[config.mk]
export PLATFORM = sky130hd
export DESIGN_NAME = profile_switch
export DESIGN_NICKNAME = d
export VERILOG_FILES = /design/src/rtl/psw_pkg.sv /design/src/rtl/psw_ctrl.sv /design/src/rtl/psw_datapath.sv /design/src/rtl/profile_switch.sv
export SDC_FILE = /design/constraint.sdc
export NUM_CORES = 1
export LEC_CHECK = 0
export ABC_AREA = 1
export BUFFER_PORTS_ARGS = -buffer_cell sky130_fd_sc_hd__buf_2
export CORE_AREA = 5 5 125 127
export CTS_CLUSTER_SIZE = 14
export DETAILED_ROUTE_END_ITERATION = 7
export DIE_AREA = 0 0 130 132
export PLACE_DENSITY = 0.49
export SYNTH_ARGS = -nofsm -noshare
export SYNTH_HDL_FRONTEND = slang
export SYNTH_SLANG_ARGS = --single-unit
[constraint.sdc]
create_clock -name clk -period 5.6 [get_ports clk]
set_input_delay 0.28 -clock clk [delete_from_list [all_inputs] [get_ports clk]]
set_output_delay 0.28 -clock clk [all_outputs]
set_load 0.01 [all_outputs]
[src/rtl/psw_pkg.sv]
package psw_pkg;
  // Strobes from the control unit to the datapath.
  typedef struct packed {
    logic fwd;     // forward the selected request to the shared memory
    logic ctrlRd;  // the selected request reads the selection register
  } pswStrobe_t;
endpackage

[src/rtl/psw_ctrl.sv]
module psw_ctrl
  import psw_pkg::*;
#(
  parameter int NUM_PROF = 3,
  parameter int AW = 32,
  parameter int DW = 32
) (
  input  logic                clk,
  input  logic                rstN,
  input  logic                selReq,
  input  logic                selWe,
  input  logic [AW-1:0]       selAddr,
  input  logic [DW-1:0]       selWdata,
  output pswStrobe_t          strobe,
  output logic [NUM_PROF-1:0] profSel
);
  localparam logic [AW-1:0]       CTRL_ADDR = {AW{1'b1}};
  localparam logic [NUM_PROF-1:0] RESET_SEL = NUM_PROF'(1);

  logic ctrlHit;
  logic ctrlWr;
  logic legal;

  always_comb begin
    ctrlHit       = (selAddr == CTRL_ADDR);
    strobe.fwd    = selReq && !ctrlHit;
    strobe.ctrlRd = selReq && ctrlHit && !selWe;
    ctrlWr        = selReq && ctrlHit && selWe;
    legal         = (selWdata[DW-1:NUM_PROF] == '0) &&
                    ($countones(selWdata[NUM_PROF-1:0]) == 1);
  end

  always_ff @(posedge clk) begin
    if (!rstN) begin
      profSel <= RESET_SEL;
    end else if (ctrlWr && legal) begin
      profSel <= selWdata[NUM_PROF-1:0];
    end
  end
endmodule

[src/rtl/psw_datapath.sv]
module psw_datapath
  import psw_pkg::*;
#(
  parameter int NUM_PROF = 3,
  parameter int AW = 32,
  parameter int DW = 32
) (
  input  logic                         clk,
  input  logic                         rstN,
  input  logic [NUM_PROF-1:0]          grant,
  input  pswStrobe_t                   strobe,
  input  logic [NUM_PROF-1:0]          coreReq,
  input  logic [NUM_PROF-1:0]          coreWe,
  input  logic [NUM_PROF-1:0][AW-1:0]  coreAddr,
  input  logic [NUM_PROF-1:0][DW-1:0]  coreWdata,
  output logic                         selReq,
  output logic                         selWe,
  output logic [AW-1:0]                selAddr,
  output logic [DW-1:0]                selWdata,
  output logic                         dmReq,
  output logic                         dmWe,
  output logic [AW-1:0]                dmAddr,
  output logic [DW-1:0]                dmWdata,
  input  logic [DW-1:0]                dmRdata,
  output logic [DW-1:0]                coreRdata
);
  localparam int PAD = DW - NUM_PROF;

  logic          rdCtrlQ;
  logic [DW-1:0] rdValQ;

  // AND-OR mux over the one-hot grant
  always_comb begin
    selReq   = 1'b0;
    selWe    = 1'b0;
    selAddr  = '0;
    selWdata = '0;
    for (int i = 0; i < NUM_PROF; i++) begin
      selReq   = selReq | (coreReq[i] & grant[i]);
      selWe    = selWe | (coreWe[i] & grant[i]);
      selAddr  = selAddr | ({AW{grant[i]}} & coreAddr[i]);
      selWdata = selWdata | ({DW{grant[i]}} & coreWdata[i]);
    end
  end

  always_comb begin
    dmReq   = strobe.fwd;
    dmWe    = strobe.fwd & selWe;
    dmAddr  = selAddr;
    dmWdata = selWdata;
  end

  always_ff @(posedge clk) begin
    if (!rstN) begin
      rdCtrlQ <= 1'b0;
      rdValQ  <= '0;
    end else begin
      rdCtrlQ <= strobe.ctrlRd;
      rdValQ  <= {{PAD{1'b0}}, grant};
    end
  end

  assign coreRdata = rdCtrlQ ? rdValQ : dmRdata;
endmodule

[src/rtl/profile_switch.sv]
module profile_switch
  import psw_pkg::*;
#(
  parameter int NUM_PROF = 3,
  parameter int AW = 32,
  parameter int DW = 32
) (
  input  logic                         clk,
  input  logic                         rstN,
  input  logic [NUM_PROF-1:0]          coreReq,
  input  logic [NUM_PROF-1:0]          coreWe,
  input  logic [NUM_PROF-1:0][AW-1:0]  coreAddr,
  input  logic [NUM_PROF-1:0][DW-1:0]  coreWdata,
  output logic [DW-1:0]                coreRdata,
  output logic [NUM_PROF-1:0]          runEn,
  output logic                         dmReq,
  output logic                         dmWe,
  output logic [AW-1:0]                dmAddr,
  output logic [DW-1:0]                dmWdata,
  input  logic [DW-1:0]                dmRdata
);
  pswStrobe_t          strobe;
  logic                selReq;
  logic                selWe;
  logic [AW-1:0]       selAddr;
  logic [DW-1:0]       selWdata;
  logic [NUM_PROF-1:0] profSel;

  psw_ctrl #(.NUM_PROF(NUM_PROF), .AW(AW), .DW(DW)) uCtrl (
    .clk(clk), .rstN(rstN),
    .selReq(selReq), .selWe(selWe), .selAddr(selAddr), .selWdata(selWdata),
    .strobe(strobe), .profSel(profSel)
  );

  psw_datapath #(.NUM_PROF(NUM_PROF), .AW(AW), .DW(DW)) uDp (
    .clk(clk), .rstN(rstN), .grant(profSel), .strobe(strobe),
    .coreReq(coreReq), .coreWe(coreWe), .coreAddr(coreAddr), .coreWdata(coreWdata),
    .selReq(selReq), .selWe(selWe), .selAddr(selAddr), .selWdata(selWdata),
    .dmReq(dmReq), .dmWe(dmWe), .dmAddr(dmAddr), .dmWdata(dmWdata),
    .dmRdata(dmRdata), .coreRdata(coreRdata)
  );

  assign runEn = profSel;
endmodule

==> metrics.md <==
| Metric | Value |
|---|---|
| Die H | `132 um` |
| VDD IR max | `0.0000610 V` |
| Relative slew margins | `28.4%` |
| Number of buffers created by CTS | `3` |
| H-Tree Depth | `1` |
| Hpwl dp | `11500 um` |
| Via density | `3.97` |
| Via count | `3790` |
| DIE AREA | `0.0172 mm2` |
| Clk slew on worst S/H paths | `0.04 ns` |
| Number of buffers inserted by post-CTS setup repair | `0` |
| Routing usage on met1 | `15.8%` |
| Final Critical Period | `2.98 ns` |
| Hold Path Cell Cnt | `2` |
| Antenna Violating Nets Remaining | `0` |
| TritonRoute pass-1 iters | `4` |
| GRT Total Usage | `13.6%` |
| Buf+Inv Stages, Crit Path | `2` |
| Crit path required time | `5.32 ns` |
| Worst Setup End Kind | `output port` |
| LEAKAGE | `2.48 nW` |
| Post-DR wirelength/cell | `13.8 um` |
| I/O Pins | `333` |
| Post-route DRC | `0` |
| PwrDens | `92.8 mW/mm2` |
| Least-Margin Pin Slew | `1.07 ns` |
| Worst setup path class | `flip-flop to output port` |
| # port buffers | `332` |
| Setup tns final | `0 ns` |
| Levels on crit path | `10` |
| Sequential-to-total area share from yosys stat | `6.19%` |
| Initial antenna violation count | `0` |
| Largest net degree at the start of global routing | `43` |
| Fin. max-slew vios | `0` |
| M2 GR Usage | `26.1%` |
| GRT Max-Usage Layer | `met2` |
| Synth unique cells | `22` |
| CP max FO | `42` |
| Register area | `144 um2` |
| Synth warn | `0` |
| Slowest cell delay on critical path | `0.87 ns` |
| Die Wd | `130 um` |
| Met3 Track Usage GR | `2.15%` |
| Cell area after synthesis | `0.00226 mm2` |
| Initial DRC count | `183` |
| Area after DPL | `0.00393 mm2` |
| Design area | `0.00401 mm2` |
| FF+latch count, synth | `7` |
| Bufs on Longest Clock Path | `2` |
| Crit path to | `dmWe` |
| TritonCTS clock tree | `built` |
| Final Hold Viols | `0` |
| GRT overflow | `0` |
| Gpl congestion | `0.886` |
| Unrepaired setup endpoints after global routing | `false` |
| Diode count | `0` |
| Maxcap violations | `0` |
| Post-Place Cells | `950` |
| Clock skew | `0.00239 ns` |
| Status | `finished, final reports clean` |
| Final setup viols | `0` |
| Fin nets | `1007` |
| First-pass GRT wire length | `18700 um` |
| Synth Instances | `458` |
| Reg-to-reg startpoint | `uCtrl.profSel[1]` |
| Area occupied by multi-input gates | `0.00172 mm2` |
| Layout area overhead | `76.9%` |
| Core Rows | `44` |
| Crit path launch | `uCtrl.profSel[1]` |
| R2R cell count | `14` |
| HP Class | `input pin to flip-flop` |
| CP max-delay cell | `dfxtp_2` |
| Post-synth net total | `694` |
| Post-synth ARST share | `0%` |
| Clk sink count | `7` |
| Number of global-route vias before repair | `3491` |
| Crit-path cells | `buf_4 -> nand2_1 -> nand3_1 -> nand2_1 -> nor2_1 -> nand2_1 -> nor2_1 -> nand2_1 -> and3_1 -> buf_2` |
| Final Non-Filler Cells | `954` |
| Final period utilization | `53.2%` |
| CTS Root Cell | `clkbuf_16` |
| Delay-heaviest family, CP | `simple AND/OR/NAND/NOR gates` |
| Mean post-synth cell area | `4.94 um2` |
| Clk_lat worst skew | `0.23 ns` |
| Max Fclk | `0.335 GHz` |
| Layout cells sized above 1 | `48.2%` |
| Worst R2R Setup Slack | `2.78 ns` |
| Synth Flop Type | `dfxtp_1` |
| Worst Path Arrival | `2.70 ns` |
| # hold bufs at CTS | `0` |
| EDFF count, synth | `0` |
| R2R Path End | `uCtrl.profSel[1]` |
| Startpoint type of the worst setup path | `flip-flop` |
| Post-CTS Resized | `0` |
| Total Routed Length | `13200 um` |
| Fillers | `1691` |
| Core area | `0.0143 mm2` |
| Initial Util | `15.8%` |
| Crit-path most repeated cell | `nand2_1` |
## layer usage
metal,share of wire [%],routed length [um]
met5,0,0
met4,0.80,106
met3,9.2,1210
met2,52,6800
met1,38,5050
## power breakdown
part / internal (W) / switching [W]
Clock: 0.0000947 / 0.0000265
Sequential: 0.0000505 / 0.0000000944
Combinational: 0.000104 / 0.0000964
## cells in the final DEF, fill, tap and decap left out
| cell | count |
|---|---|
| a21oi_1 | 1 |
| nor3b_1 | 1 |
| nand2_1 | 231 |
| nor2_2 | 5 |
| inv_1 | 39 |
| nand4_2 | 1 |
| buf_2 | 332 |
| nand3_1 | 56 |
| nand2_2 | 6 |
| nor2_1 | 60 |
| dfxtp_1 | 4 |
| fa_1 | 1 |
| dfxtp_2 | 3 |
| nand3_2 | 13 |
| clkbuf_16 | 3 |
| mux2_2 | 3 |
| nor2_4 | 2 |
| clkbuf_1 | 1 |
| buf_4 | 3 |
| ha_1 | 3 |
| and3_1 | 1 |
| o21ai_0 | 1 |
## cell usage after synthesis (2+ instances only)
master | number | area [um2]
buf_2 | 3 | 15.0
buf_4 | 3 | 22.5
buf_6 | 17 | 191
clkbuf_1 | 3 | 11.3
dfxtp_1 | 7 | 140
ha_1 | 3 | 37.5
inv_1 | 39 | 146
mux2_2 | 3 | 33.8
nand2_1 | 231 | 867
nand2_2 | 6 | 37.5
nand3_1 | 56 | 280
nand3_2 | 13 | 130
nor2_1 | 60 | 225
nor2_2 | 5 | 31.3
nor2_4 | 2 | 22.5
## cell type report
type | count | area share, %
Timing Repair Buffer | 335 | 42.0
Sequential cell | 7 | 3.59
Clock buffer | 4 | 1.97
Tap cell | 184 | 5.75
Inverter | 39 | 3.66
Multi-Input combinational cell | 385 | 43.0
## logic make-up after synthesis
group / share of synthesized area (%)
AO/OA/AOI/OAI: 0.442
multiplexers: 1.49
AND/OR/NAND/NOR: 71.6
flip-flops: 6.19
adder cells (fa/ha/maj): 2.54
buffers and inverters: 17.7
## registers in the layout, summed over array words and instances, names as in the netlist
signal	flops
uDp.rdValQ	3
uDp.rdCtrlQ	1
uCtrl.profSel	3
## worst min path at each step
stage                     from          endpoint  slack [ns]
final                     rstN  uCtrl.profSel[0]        0.31
after CTS                 rstN  uCtrl.profSel[0]        0.31
after detailed placement  rstN  uCtrl.profSel[0]        0.55
after floorplan           rstN  uCtrl.profSel[0]        0.36
after global routing      rstN  uCtrl.profSel[0]        0.33
after global placement    rstN  uCtrl.profSel[0]        0.54
## per-stage QoR
step	setup slack, ns	utilization [%]	total power [W]	hold slack (ns)
floorplan	3.06	-	0.000124	0.365
global placement	2.78	27.4	0.000255	0.545
detailed placement	2.73	27.4	0.000253	0.545
CTS	2.59	28.0	0.000377	0.309
global route	2.36	28.0	0.000398	0.328
finish	2.62	28.0	0.000372	0.309
No activity file was read; power rests on OpenSTA's default activity.
